File: config.mk
export PLATFORM = sky130hd
export DESIGN_NAME = tspo_top
export DESIGN_NICKNAME = d
export VERILOG_FILES = /design/src/rtl/tspo_pkg.sv /design/src/rtl/tspo_regs.sv /design/src/rtl/tspo_latch.sv /design/src/rtl/tspo_shape.sv /design/src/rtl/tspo_top.sv
export SDC_FILE = /design/constraint.sdc
export NUM_CORES = 1
export LEC_CHECK = 0
export BUFFER_PORTS_ARGS = -buffer_cell sky130_fd_sc_hd__clkbuf_2
export CORE_ASPECT_RATIO = 0.8
export CORE_MARGIN = 5
export CORE_UTILIZATION = 47
export DETAILED_ROUTE_END_ITERATION = 8
export PLACE_DENSITY = 0.82
export SYNTH_ARGS = -nofsm -noshare
export SYNTH_HDL_FRONTEND = slang
export SYNTH_HIERARCHICAL = 1
export SYNTH_SLANG_ARGS = --single-unit
File: constraint.sdc
create_clock -name clk -period 2.85 [get_ports clk]
set_clock_uncertainty 0.2 [all_clocks]
set_input_delay 0.1425 -clock clk [delete_from_list [all_inputs] [get_ports clk]]
set_output_delay 0.1425 -clock clk [all_outputs]
set_load 0.02 [all_outputs]
File: src/rtl/tspo_pkg.sv
// Shared definitions for the timer-synchronized pulse output port.
// Assumes an 8-bit write bus and two 4-pin nibbles.
package tspo_pkg;
    localparam int DATA_W   = 8;
    localparam int ADDR_W   = 2;
    localparam int NIB_W    = 4;
    localparam int PIN_W    = 2 * NIB_W;
    localparam int NPAIR    = PIN_W / 2;
    localparam int GATED_W  = NPAIR - 1;

    localparam logic [ADDR_W-1:0] ADDR_CTL  = 2'd0;
    localparam logic [ADDR_W-1:0] ADDR_DAT0 = 2'd1;
    localparam logic [ADDR_W-1:0] ADDR_DAT1 = 2'd2;

    // Control register, stored from write bits 7:3.
    typedef struct packed {
        logic oe_hi;     // bit 7
        logic oe_lo;     // bit 6
        logic pwm_pair;  // bit 5
        logic pwm_on;    // bit 4
        logic invert;    // bit 3
    } ctl_t;
endpackage

File: src/rtl/tspo_regs.sv
// Register file of the pulse output port: control, data 0 and data 1.
// Assumes single-cycle writes; unknown addresses are dropped.
module tspo_regs
    import tspo_pkg::*;
(
    input  logic              clk,
    input  logic              rst_n,
    input  logic              wr_en,
    input  logic [ADDR_W-1:0] wr_addr,
    input  logic [DATA_W-1:0] wr_data,
    output ctl_t              ctl_q,
    output logic [NIB_W-1:0]  d0_nib,
    output logic [GATED_W-1:0] d0_pwm_en,
    output logic [NIB_W-1:0]  d1_nib,
    output logic              mode1
);
    // Capture writes into the addressed register.
    always_ff @(posedge clk) begin
        if (!rst_n) begin
            ctl_q     <= '0;
            d0_nib    <= '0;
            d0_pwm_en <= '0;
            d1_nib    <= '0;
            mode1     <= 1'b0;
        end else if (wr_en) begin
            case (wr_addr)
                ADDR_CTL:  ctl_q <= ctl_t'(wr_data[DATA_W-1:DATA_W-5]);
                ADDR_DAT0: begin
                    d0_nib    <= wr_data[NIB_W-1:0];
                    d0_pwm_en <= wr_data[DATA_W-1:DATA_W-GATED_W];
                end
                ADDR_DAT1: begin
                    d1_nib <= wr_data[NIB_W-1:0];
                    mode1  <= wr_data[NIB_W];
                end
                default: ;
            endcase
        end
    end

    // without a write strobe, no register moves.
    assert_hold_without_write_R2: assert property (@(posedge clk) disable iff (!rst_n)
        !wr_en |=> ($stable(ctl_q) && $stable(d0_nib) && $stable(d1_nib) && $stable(mode1)));
endmodule

File: src/rtl/tspo_latch.sv
// Pin latches: each pin takes its register bit on its timer's underflow.
// Assumes the mode bit selects which strobe serves pins 3:2.
module tspo_latch
    import tspo_pkg::*;
#(
    parameter int SPLIT = 2   // low pins always owned by timer A0 in both modes
)(
    input  logic             clk,
    input  logic             rst_n,
    input  logic             mode1,
    input  logic             a0_zero,
    input  logic             a1_zero,
    input  logic [NIB_W-1:0] d0_nib,
    input  logic [NIB_W-1:0] d1_nib,
    output logic [NIB_W-1:0] lat_hi,
    output logic [NIB_W-1:0] lat_lo
);
    // High nibble always follows timer A1.
    always_ff @(posedge clk) begin
        if (!rst_n)       lat_hi <= '0;
        else if (a1_zero) lat_hi <= d1_nib;
    end

    for (genvar i = 0; i < NIB_W; i++) begin : g_lo
        logic take;
        if (i >= SPLIT) begin : g_moving
            assign take = mode1 ? a1_zero : a0_zero;
        end else begin : g_fixed
            assign take = a0_zero;
        end
        // Low-nibble pin loads on its selected strobe.
        always_ff @(posedge clk) begin
            if (!rst_n)    lat_lo[i] <= 1'b0;
            else if (take) lat_lo[i] <= d0_nib[i];
        end
    end

    // latches leave reset cleared.
    assert_reset_clear_R1: assert property (@(posedge clk) disable iff (!rst_n)
        $past(!rst_n) |-> (lat_hi == '0 && lat_lo == '0));
    // in mode 0 an A1-only strobe leaves the low nibble alone.
    assert_mode0_a1_only_R3: assert property (@(posedge clk) disable iff (!rst_n)
        (!mode1 && a1_zero && !a0_zero) |=> $stable(lat_lo));
    // in mode 1 an A0-only strobe touches only pins 1:0.
    assert_mode1_a0_only_R4: assert property (@(posedge clk) disable iff (!rst_n)
        (mode1 && a0_zero && !a1_zero) |=> ($stable(lat_hi) && $stable(lat_lo[NIB_W-1:SPLIT])));
endmodule

File: src/rtl/tspo_shape.sv
// Output shaping: polarity, PWM gating per pin pair and group enables.
// Assumes pair 0 (pins 1:0) is never gated; pairs 1..3 take enables 5..7.
module tspo_shape
    import tspo_pkg::*;
(
    input  logic               clk,
    input  logic               rst_n,
    input  ctl_t               ctl_q,
    input  logic               mode1,
    input  logic [GATED_W-1:0] d0_pwm_en,
    input  logic [NIB_W-1:0]   lat_hi,
    input  logic [NIB_W-1:0]   lat_lo,
    input  logic               pwm_a2,
    input  logic               pwm_a3,
    input  logic               pwm_a4,
    output logic [PIN_W-1:0]   pin_out,
    output logic [PIN_W-1:0]   pin_oe
);
    logic [PIN_W-1:0]   raw;
    logic [PIN_W-1:0]   shaped;
    logic [GATED_W-1:0] gate_on;
    logic [GATED_W-1:0] gate_src;
    logic               m0_gate;

    // Raw pin levels with optional low-nibble inversion in mode 0.
    always_comb begin
        raw = {lat_hi, lat_lo ^ {NIB_W{ctl_q.invert && !mode1}}};
    end

    // Pick gate enables and gate sources for pairs 1..3.
    always_comb begin
        m0_gate  = ctl_q.pwm_on && !ctl_q.pwm_pair && d0_pwm_en[0];
        gate_src = ctl_q.pwm_pair ? {pwm_a2, pwm_a3, pwm_a4} : {GATED_W{pwm_a2}};
        if (mode1) gate_on = ctl_q.pwm_on ? d0_pwm_en : '0;
        else       gate_on = {m0_gate, m0_gate, 1'b0};
    end

    assign shaped[1:0] = raw[1:0];
    for (genvar p = 1; p < NPAIR; p++) begin : g_pair
        assign shaped[2*p+1:2*p] = raw[2*p+1:2*p] & {2{!gate_on[p-1] || gate_src[p-1]}};
    end

    // Group enables follow the active pin split.
    always_comb begin
        if (mode1) pin_oe = {{(PIN_W-2){ctl_q.oe_hi}}, {2{ctl_q.oe_lo}}};
        else       pin_oe = {{NIB_W{ctl_q.oe_hi}}, {NIB_W{ctl_q.oe_lo}}};
        pin_out = shaped & pin_oe;
    end

    // mode-0 gating with A2 low blanks the high nibble.
    assert_mode0_gate_low_R6: assert property (@(posedge clk) disable iff (!rst_n)
        (!mode1 && ctl_q.pwm_on && !ctl_q.pwm_pair && d0_pwm_en[0] && !pwm_a2)
        |-> pin_out[PIN_W-1:NIB_W] == '0);
    // per-pair gating of pins 5:4 follows A3.
    assert_pair_a3_low_R8: assert property (@(posedge clk) disable iff (!rst_n)
        (mode1 && ctl_q.pwm_on && ctl_q.pwm_pair && d0_pwm_en[1] && !pwm_a3)
        |-> pin_out[5:4] == 2'b00);
    // in mode 1, pins 3:2 share the enable of the high group.
    assert_six_group_oe_R9: assert property (@(posedge clk) disable iff (!rst_n)
        mode1 |-> (pin_oe[3:2] == pin_oe[7:6]));
    // a disabled pin never shows a high level.
    assert_float_low_R9: assert property (@(posedge clk) disable iff (!rst_n)
        (pin_out & ~pin_oe) == '0);
endmodule

File: src/rtl/tspo_top.sv
// Timer-synchronized pulse output port: registers, pin latches, shaping.
// Assumes underflow strobes and PWM levels are synchronous to clk.
module tspo_top
    import tspo_pkg::*;
(
    input  logic              clk,
    input  logic              rst_n,
    input  logic              wr_en,
    input  logic [1:0]        wr_addr,
    input  logic [7:0]        wr_data,
    input  logic              a0_zero,
    input  logic              a1_zero,
    input  logic              pwm_a2,
    input  logic              pwm_a3,
    input  logic              pwm_a4,
    output logic [7:0]        pin_out,
    output logic [7:0]        pin_oe
);
    ctl_t               ctl_q;
    logic [NIB_W-1:0]   d0_nib;
    logic [NIB_W-1:0]   d1_nib;
    logic [GATED_W-1:0] d0_pwm_en;
    logic               mode1;
    logic [NIB_W-1:0]   lat_hi;
    logic [NIB_W-1:0]   lat_lo;

    tspo_regs u_regs (
        .clk(clk), .rst_n(rst_n), .wr_en(wr_en), .wr_addr(wr_addr), .wr_data(wr_data),
        .ctl_q(ctl_q), .d0_nib(d0_nib), .d0_pwm_en(d0_pwm_en), .d1_nib(d1_nib), .mode1(mode1)
    );

    tspo_latch u_latch (
        .clk(clk), .rst_n(rst_n), .mode1(mode1), .a0_zero(a0_zero), .a1_zero(a1_zero),
        .d0_nib(d0_nib), .d1_nib(d1_nib), .lat_hi(lat_hi), .lat_lo(lat_lo)
    );

    tspo_shape u_shape (
        .clk(clk), .rst_n(rst_n), .ctl_q(ctl_q), .mode1(mode1), .d0_pwm_en(d0_pwm_en),
        .lat_hi(lat_hi), .lat_lo(lat_lo), .pwm_a2(pwm_a2), .pwm_a3(pwm_a3), .pwm_a4(pwm_a4),
        .pin_out(pin_out), .pin_oe(pin_oe)
    );
endmodule

==> impl_metrics.tcl, run 1 <==
set metrics [dict create \
    leakagePower_nw 0.7097 \
    ys_seq_area_share_pct 40.40 \
    min_path_type "input pin to register" \
    setup-violations-final 0 \
    max_freq_ghz 0.4824 \
    antenna_left 0 \
    io_pins 34 \
    row_count 16 \
    async_reset_ff_share_pct 0 \
    dp_hpwl_um 1951 \
    viasPerCell 4.764 \
    place_inst 187 \
    clockRootBuffer "clkbuf_4" \
    fin_util_pct 60.53 \
    antenna_found_initial 0 \
    vias 967 \
    die_x_um 67.40 \
    arrival_ns 1.73 \
    syn-num-nets 150 \
    cp.required_ns 2.51 \
    worstPathMaxFanout 8 \
    place_congestion 0.7707 \
    dr.pass1.iters 4 \
    routedWlPerCell_um 12.91 \
    synthCells 132 \
    instances_no_fill 203 \
    io_buffers 33 \
    area_delta_synth_final_pct 21.31 \
    layout.nets 186 \
    worstMarginPinSlew_ns 0.6048 \
    outcome "finished clean" \
    fin_crit_sh_pct 72.73 \
    ys.flop_type "dfxtp_1" \
    seqCellArea_um2 500.5 \
    grt_max_degree 36 \
    cts-htree-levels 1 \
    synth_area_leaders "dfxtp_1 (40%), mux2i_1 (20%), nand2_1 (11%)" \
    yosysWarnings 6 \
    syn_area_um2 1239 \
    yosysMostFrequentCell "nand2_1" \
    drv_slew 0 \
    cp-start-kind "register" \
    ir_worst_vdd_v 0.0001537 \
    grt_pass1_wl_um 4367 \
    drive_gt1_share_pct 26.35 \
    clk_pin_slew_worst_paths_ns 0.13 \
    rsz0062_at_grt "false" \
    core_um2 2482 \
    yosys.area.top_type_share_pct 40.40 \
    maxSlewHeadroom_pct 59.68 \
    finalHoldViolations 0 \
    tns_ns 0 \
    drt-total-wl_um 2621 \
    synth_edf_count 0 \
    drc 0 \
    grt_pass1_vias 969 \
    die_h_um 55.92 \
    cts-buffers-inserted 3 \
    fin_crit_ns 2.073 \
    critPathCaptureType "output port" \
    num_antenna_cells 0 \
    ys_types 22 \
    clock_latency_ns 0.31 \
    die-area_um2 3768 \
    drt_iter0_drc 28 \
    grt_usage_pct 14.93 \
    grt_overflow 0 \
    yosys.area.top_type "dfxtp_1" \
    multi_input_area_um2 640.6 \
    start_util_pct 49.90 \
    cts_resized 0 \
    fillers 225 \
    ys_ff_latch 25 \
    cts_tree "yes" \
    clk_path_buf_depth 2 \
    max-cap-violations 0 \
    clock_sinks 25 \
    synthTopCellsByCount "nand2_1 (36), dfxtp_1 (25), mux2i_1 (25), buf_4 (8), nor2b_1 (8)" \
    crit_type "register to output port" \
    p_per_area_nw_per_um2 402.8 \
    avgSynthCellArea_um2 9.384 \
]
[stage by stage]
| step | setup slack [ns] | cell area, µm² | hold WS (ns) | power [mW] |
|---|---|---|---|---|
| 3_3_place_gp | 1.166 | 1355 | 0.2016 | 0.4449 |
| 4_1_cts | 0.7488 | 1503 | 0.005155 | 0.6072 |
| 2_1_floorplan | 1.275 | 1239 | 0.1035 | 0.4286 |
| 5_1_grt | 0.6549 | 1503 | 0.01693 | 0.6271 |
| 6_report | 0.7772 | 1503 | 0.01241 | 0.6053 |
| 3_5_place_dp | 1.121 | 1355 | 0.2065 | 0.4477 |
[repair_timing]
| action | CTS | global route |
|---|---|---|
| hold buffers | 12 | 0 |
| endpoints found under the hold margin | 19 | 0 |
| buffers inserted | 0 | 0 |
| setup endpoints to repair | 0 | 0 |
[layout make-up]
type / instances / share of cell area [%]
Multi-Input combinational cell: 92 / 42.63
Sequential cell: 25 / 33.31
Timing Repair Buffer: 45 / 18.98
Tap cell: 36 / 2.998
Clock buffer: 3 / 1.499
Clock inverter: 1 / 0.3331
Inverter: 1 / 0.2498
[placed cells by master (no fill, tap or decap), drive strengths merged]
cell type    synthesis  layout
dfxtp               25      25
dlygate4sd3          0      12
xnor2                2       2
clkbuf               2      36
clkinv               0       1
mux2                 1       1
a211oi               1       1
nand2               36      36
a2111oi              1       1
inv                  1       1
nor2b                8       8
nand3b               2       2
nor3b                1       1
o41ai                1       1
nor2                 6       6
mux2i               26      26
or3b                 1       1
xor2                 2       2
and2                 4       4
[metal layers]
metal	track usage, %	part of all wire [%]
met1	18.82	45
met2	24.79	49
met3	1.818	4.4
met4	6.936	1.8
met5	0	0
[worst max-delay path, stage by stage (launching register included)]
cell       delay (ns)
dfxtp_1          0.41
or3b_4           0.43
a2111oi_4        0.33
nor2_1           0.09
clkbuf_2         0.16
[sequential cells by signal (all words and copies together), names as in the netlist]
signal	count
u_regs/mode1	1
u_regs/d1_nib	4
u_latch/lat_hi	4
u_regs/d0_pwm_en	3
u_latch/lat_lo	4
u_regs/ctl_q	5
u_regs/d0_nib	4
[logic make-up after synthesis]
group	share of synthesized area (%)
AOI/OAI and AO/OA	3.940
muxes	22.22
and+or+nand+nor	22.73
buffers and inverters	7.878
xor gates and xnor gates	2.829
DFF	40.40
[final timing paths]
kind / startpoint / endpoint / slack [ns] / cells after the start
max: u_regs/mode1 / pin_out[5] / 0.78 / 4
min: a1_zero / u_latch/lat_hi[2] / 0.01 / 3
max reg2reg: u_regs/mode1 / u_latch/lat_lo[2] / 1.55 / 2
min reg2reg: u_regs/d0_nib[2] / u_latch/lat_lo[2] / 0.27 / 2
[power by group]
part | internal (mW) | switching (mW) | leakage, nW
logic | 0.0423 | 0.0423 | 0.489
registers | 0.360 | 0.00867 | 0.203
clock network | 0.0524 | 0.0998 | 0.0177
total | 0.455 | 0.151 | 0.710
Note: power is estimated with default switching activity, not from simulation.
==> run 2: changes to the inputs <==
==> constraint.sdc (replaced) <==
create_clock -name clk -period 2.2 [get_ports clk]
set_clock_uncertainty 0.2 [all_clocks]
set_input_delay 0.11 -clock clk [delete_from_list [all_inputs] [get_ports clk]]
set_output_delay 0.11 -clock clk [all_outputs]
set_load 0.02 [all_outputs]
==> run 2 against run 1 <==
Effect of this change:
- critical path depth did not move
- cell area unchanged
- register-to-register slack worse by 0.64 ns
==> impl_metrics.tcl, run 2 (synthesized netlist as in run 1, its figures left out) <==
set metrics [dict create \
    drc 0 \
    ir_worst_vdd_v 0.0002004 \
    antenna_found_initial 0 \
    clk_path_buf_depth 2 \
    clock_latency_ns 0.31 \
    largest_register_ffs 5 \
    finalHoldViolations 0 \
    min_path_type "input pin to register" \
    crit_type "register to output port" \
    leakagePower_nw 0.7097 \
    clockRootBuffer "clkbuf_4" \
    antenna_left 0 \
    final_common_cell "nand2_1" \
    area_delta_synth_final_pct 21.31 \
    cp-start-kind "register" \
    postPlaceCellArea_um2 1355 \
    critPathCaptureType "output port" \
    max_stage_delay_ns 0.43 \
    die-area_um2 3768 \
    dp_hpwl_um 1951 \
    setup-violations-final 0 \
    drive_gt1_share_pct 26.35 \
    drv_slew 0 \
    worstMarginPinSlew_ns 0.6083 \
    pre_cts_ws_ns 0.5033 \
    maxSlewHeadroom_pct 59.45 \
    dr.pass1.iters 4 \
    seqCellArea_um2 500.5 \
    setup_slack_ns 0.1546 \
    grt_max_degree 36 \
    grt_pass1_vias 953 \
    viasPerCell 4.729 \
    vias 960 \
    row_count 16 \
    io_pins 34 \
    max-cap-violations 0 \
    fin_util_pct 60.53 \
    rsz0062_at_grt "false" \
    die_h_um 55.92 \
    core_um2 2482 \
    r2r_slack_ns 0.91 \
    fin_crit_sh_pct 92.97 \
    fillers 225 \
    die_x_um 67.40 \
    max_freq_ghz 0.4889 \
    drt_iter0_drc 28 \
    worstPathMaxFanout 8 \
    arrival_ns 1.74 \
    num_antenna_cells 0 \
    io_buffers 33 \
    grt_overflow 0 \
    start_util_pct 49.90 \
    grt_usage_pct 14.56 \
    multi_input_area_um2 640.6 \
    place_congestion 0.7707 \
    fin_crit_ns 2.045 \
    regMostFlops "u_regs/ctl_q" \
    clock_sinks 25 \
    mostFrequentLayoutCells "nand2_1 (36), clkbuf_2 (33), mux2i_1 (25), dfxtp_1 (25), dlygate4sd3_1 (12)" \
    routedWlPerCell_um 12.64 \
    cts-buffers-inserted 3 \
    drt-total-wl_um 2565 \
    cp.required_ns 1.89 \
    grt_pass1_wl_um 4278 \
    layout.nets 186 \
    p_per_area_nw_per_um2 522.4 \
    cts-htree-levels 1 \
    outcome "finished clean" \
    crit_chain "or3b_4 > a2111oi_4 > nor2_1 > clkbuf_2" \
    clk_pin_slew_worst_paths_ns 0.13 \
    cp_slowest_cell "or3b_4" \
    final_area_um2 1503 \
    tns_ns 0 \
    cts_tree "yes" \
]
run 2: final cells by class:
type,count,area share [%]
multi-input combinational,92,42.63
sequential,25,33.31
timing repair buffer,45,18.98
tap,36,2.998
clock buffer,3,1.499
clock inverter,1,0.3331
inverter,1,0.2498
run 2: timing repair:
| item | CTS | global route |
|---|---|---|
| setup buffers | 0 | 0 |
| hold buffers | 12 | 0 |
| gates resized for setup | 0 | 0 |
| endpoints found under the hold margin | 24 | 0 |
run 2: metrics by stage:
stage          total power [mW]  hold WS (ns)  std cells
6_report                 0.7850       0.01939        203
5_1_grt                  0.8122       0.03387        203
4_1_cts                  0.7866       0.01034        203
3_5_place_dp             0.5800        0.1740        187
3_3_place_gp             0.5764        0.1691        187
2_1_floorplan            0.5552       0.07104        132
run 2: final timing paths:
| check | to | cells after the start | startpoint |
|---|---|---|---|
| worst min register to register | u_regs/ctl_q[0] | 2 | u_regs/ctl_q[0] |
| worst min-delay path | u_regs/d1_nib[1] | 3 | wr_en |
| worst max-delay path | pin_out[5] | 4 | u_regs/mode1 |
| worst max register to register | u_latch/lat_lo[2] | 2 | u_regs/mode1 |
run 2: worst max-delay path, delay by kind of cell, from the launching register on:
kind,cells,cell delay (ns)
simple gates,2,0.52
flops,1,0.41
buf+inv,1,0.16
compound gates,1,0.33
run 2: power breakdown:
| part | switching [mW] | leakage, nW | internal (mW) | total (mW) |
|---|---|---|---|---|
| combinational | 0.0544 | 0.489 | 0.0548 | 0.109 |
| clock | 0.130 | 0.0177 | 0.0680 | 0.198 |
| sequential | 0.0113 | 0.203 | 0.466 | 0.477 |
| total | 0.196 | 0.710 | 0.589 | 0.785 |
run 2: per-layer routing:
layer | vias up | GRT usage (%) | part of all wire, % | routed length [µm]
met3 | 6 | 1.616 | 4.1 | 104
met1 | 436 | 18.70 | 45 | 1164
met2 | 20 | 23.81 | 49 | 1246
li1 | 498 | - | - | -
met4 | 0 | 6.936 | 2.0 | 51
met5 | - | 0 | 0 | 0
==> run 3: changes to the inputs <==
--- a/config.mk
+++ b/config.mk
@@ -8,10 +8,12 @@
 export BUFFER_PORTS_ARGS = -buffer_cell sky130_fd_sc_hd__clkbuf_2
 export CORE_ASPECT_RATIO = 0.8
 export CORE_MARGIN = 5
-export CORE_UTILIZATION = 47
+export CORE_UTILIZATION = 51
 export DETAILED_ROUTE_END_ITERATION = 8
-export PLACE_DENSITY = 0.82
+export GPL_TIMING_DRIVEN = 0
+export PLACE_DENSITY = 0.87
 export SYNTH_ARGS = -nofsm -noshare
 export SYNTH_HDL_FRONTEND = slang
 export SYNTH_HIERARCHICAL = 1
 export SYNTH_SLANG_ARGS = --single-unit
+export TNS_END_PERCENT = 10
==> run 3 against run 2 <==
Effect of this change:
- clock power grew 8%
- worst hold slack gained 0.0017 ns
- sequential power is essentially flat
- critical path depth is the same
- die area shrank 6.6%
- largest power group unchanged
- highest routed layer unchanged
==> impl_metrics.tcl, run 3 (synthesized netlist as in run 1, its figures left out) <==
set metrics [dict create \
    regMostFlops "u_regs/ctl_q" \
    combPwrFrac_pct 15.8 \
    cp_slowest_cell "dfxtp_1" \
    io_buffers 31 \
    setup_slack_ns 0.1005 \
    clk_pin_slew_worst_paths_ns 0.14 \
    row_count 16 \
    dp_hpwl_um 2011 \
    routedWlPerCell_um 13.30 \
    viasPerCell 4.896 \
    leakagePower_nw 0.7793 \
    final_area_um2 1638 \
    vias 1038 \
    die_x_um 65.10 \
    min_path_type "input pin to register" \
    max-cap-violations 0 \
    max_freq_ghz 0.4763 \
    cts-htree-levels 1 \
    grt_max_degree 16 \
    antenna_left 0 \
    clock_power_share_pct 26.0 \
    critPathCaptureType "output port" \
    clockRootBuffer "clkbuf_4" \
    tns_ns 0 \
    die_h_um 54.08 \
    layout.nets 204 \
    rsz0062_at_grt "false" \
    fillers 178 \
    grt_pass1_vias 977 \
    p_per_area_nw_per_um2 501.6 \
    maxSlewHeadroom_pct 64.91 \
    mostFrequentLayoutCells "nand2_1 (36), clkbuf_2 (31), mux2i_1 (25), dfxtp_1 (25), dlygate4sd3_1 (18)" \
    crit_chain "or3b_4 > a2111oi_4 > nor2_1 > clkbuf_2" \
    fin_crit_sh_pct 95.43 \
    finalHoldViolations 0 \
    start_util_pct 52.00 \
    cp-start-kind "register" \
    p_sw_uw 215.0 \
    crit_buf_inv 1 \
    crit_type "register to output port" \
    outcome "finished clean" \
    seqCellArea_um2 500.5 \
    ir_worst_vdd_v 0.0004369 \
    drv_slew 0 \
    postPlaceCellArea_um2 1428 \
    arrival_ns 1.79 \
    drc 0 \
    io_pins 34 \
    cts_resized 0 \
    setup-violations-final 0 \
    drt-total-wl_um 2819 \
    final_common_cell "nand2_1" \
    fin_util_pct 68.75 \
    worstMarginPinSlew_ns 0.5195 \
    path_delay_family "simple AND/OR/NAND/NOR gates" \
    grt_overflow 0 \
    antenna_found_initial 0 \
    fin_crit_ns 2.099 \
    drive_gt1_share_pct 29.19 \
    grt_pass1_wl_um 4443 \
    grt_usage_pct 16.85 \
    design_power_total_uw 821.5 \
    cp.required_ns 1.89 \
    dr.pass1.iters 4 \
    drt_iter0_drc 22 \
    r2r_slack_ns 0.84 \
    switching_share_pct 26.17 \
    num_antenna_cells 0 \
    die-area_um2 3521 \
    area_delta_synth_final_pct 32.22 \
    place_congestion 0.7555 \
    max_stage_delay_ns 0.44 \
    clk_path_buf_depth 2 \
    cts_tree "yes" \
    core_um2 2382 \
    multi_input_area_um2 640.6 \
    cts-buffers-inserted 3 \
    clock_latency_ns 0.33 \
    clock_sinks 25 \
    pre_cts_ws_ns 0.4646 \
    worstPathMaxFanout 8 \
    p_int_uw 606.5 \
    largest_register_ffs 5 \
    pwr-share-seq_pct 58.2 \
]
-- run 3: cell types whose count changed in the layout (fill, tap and decap cells not counted), sizes merged --
cell and change:
clkinv -1, buf +12, clkinvlp +1, dlygate4sd3 +6
-- run 3: tightest hold or removal path, delay by kind of cell --
kind / cells / cell delay, ns
AND/OR/NAND/NOR: 1 / 0.20
buffers and inverters: 1 / 0.12
multiplexers: 1 / 0.09
-- run 3: layer usage --
metal,vias to the layer above,part of all wire [%],track usage (%)
met4,0,0.67,4.138
li1,537,-,-
met5,-,0,0
met2,32,47,28.86
met3,4,6.2,4.802
met1,465,46,21.20
-- run 3: worst paths after layout --
kind | startpoint | cells after the start | endpoint
min reg2reg | u_regs/d0_nib[3] | 2 | u_latch/lat_lo[3]
max reg2reg | u_regs/mode1 | 2 | u_latch/lat_lo[2]
min | wr_addr[1] | 3 | u_regs/d1_nib[0]
max | u_regs/mode1 | 4 | pin_out[5]
-- run 3: power by group through the flow --
stage	Clock [mW]	Combinational (mW)	Sequential, mW
global route	0.234	0.141	0.480
finish	0.214	0.129	0.478
floorplan	0	0.0715	0.484
CTS	0.214	0.127	0.478
detailed placement	0	0.103	0.488
global placement	0	0.0998	0.487
-- run 3: area by class of cell --
| type | instances | share of cell area, % |
|---|---|---|
| clock inverter | 1 | 0.4584 |
| sequential | 25 | 30.56 |
| buffer | 14 | 5.730 |
| timing repair buffer | 49 | 20.47 |
| inverter | 1 | 0.2292 |
| multi-input combinational | 92 | 39.11 |
| clock buffer | 3 | 1.375 |
| tap | 27 | 2.063 |
-- run 3: per-stage QoR --
step	hold slack, ns	cells
2_1_floorplan	0.07104	132
6_report	0.02110	212
3_5_place_dp	0.1709	190
4_1_cts	0.01523	211
5_1_grt	0.02237	212
3_3_place_gp	0.1644	190
-- run 3: what timing repair did --
action                    CTS  global route
hold endpoints to repair   25             1
setup buffers               0             0
hold buffers               17             1
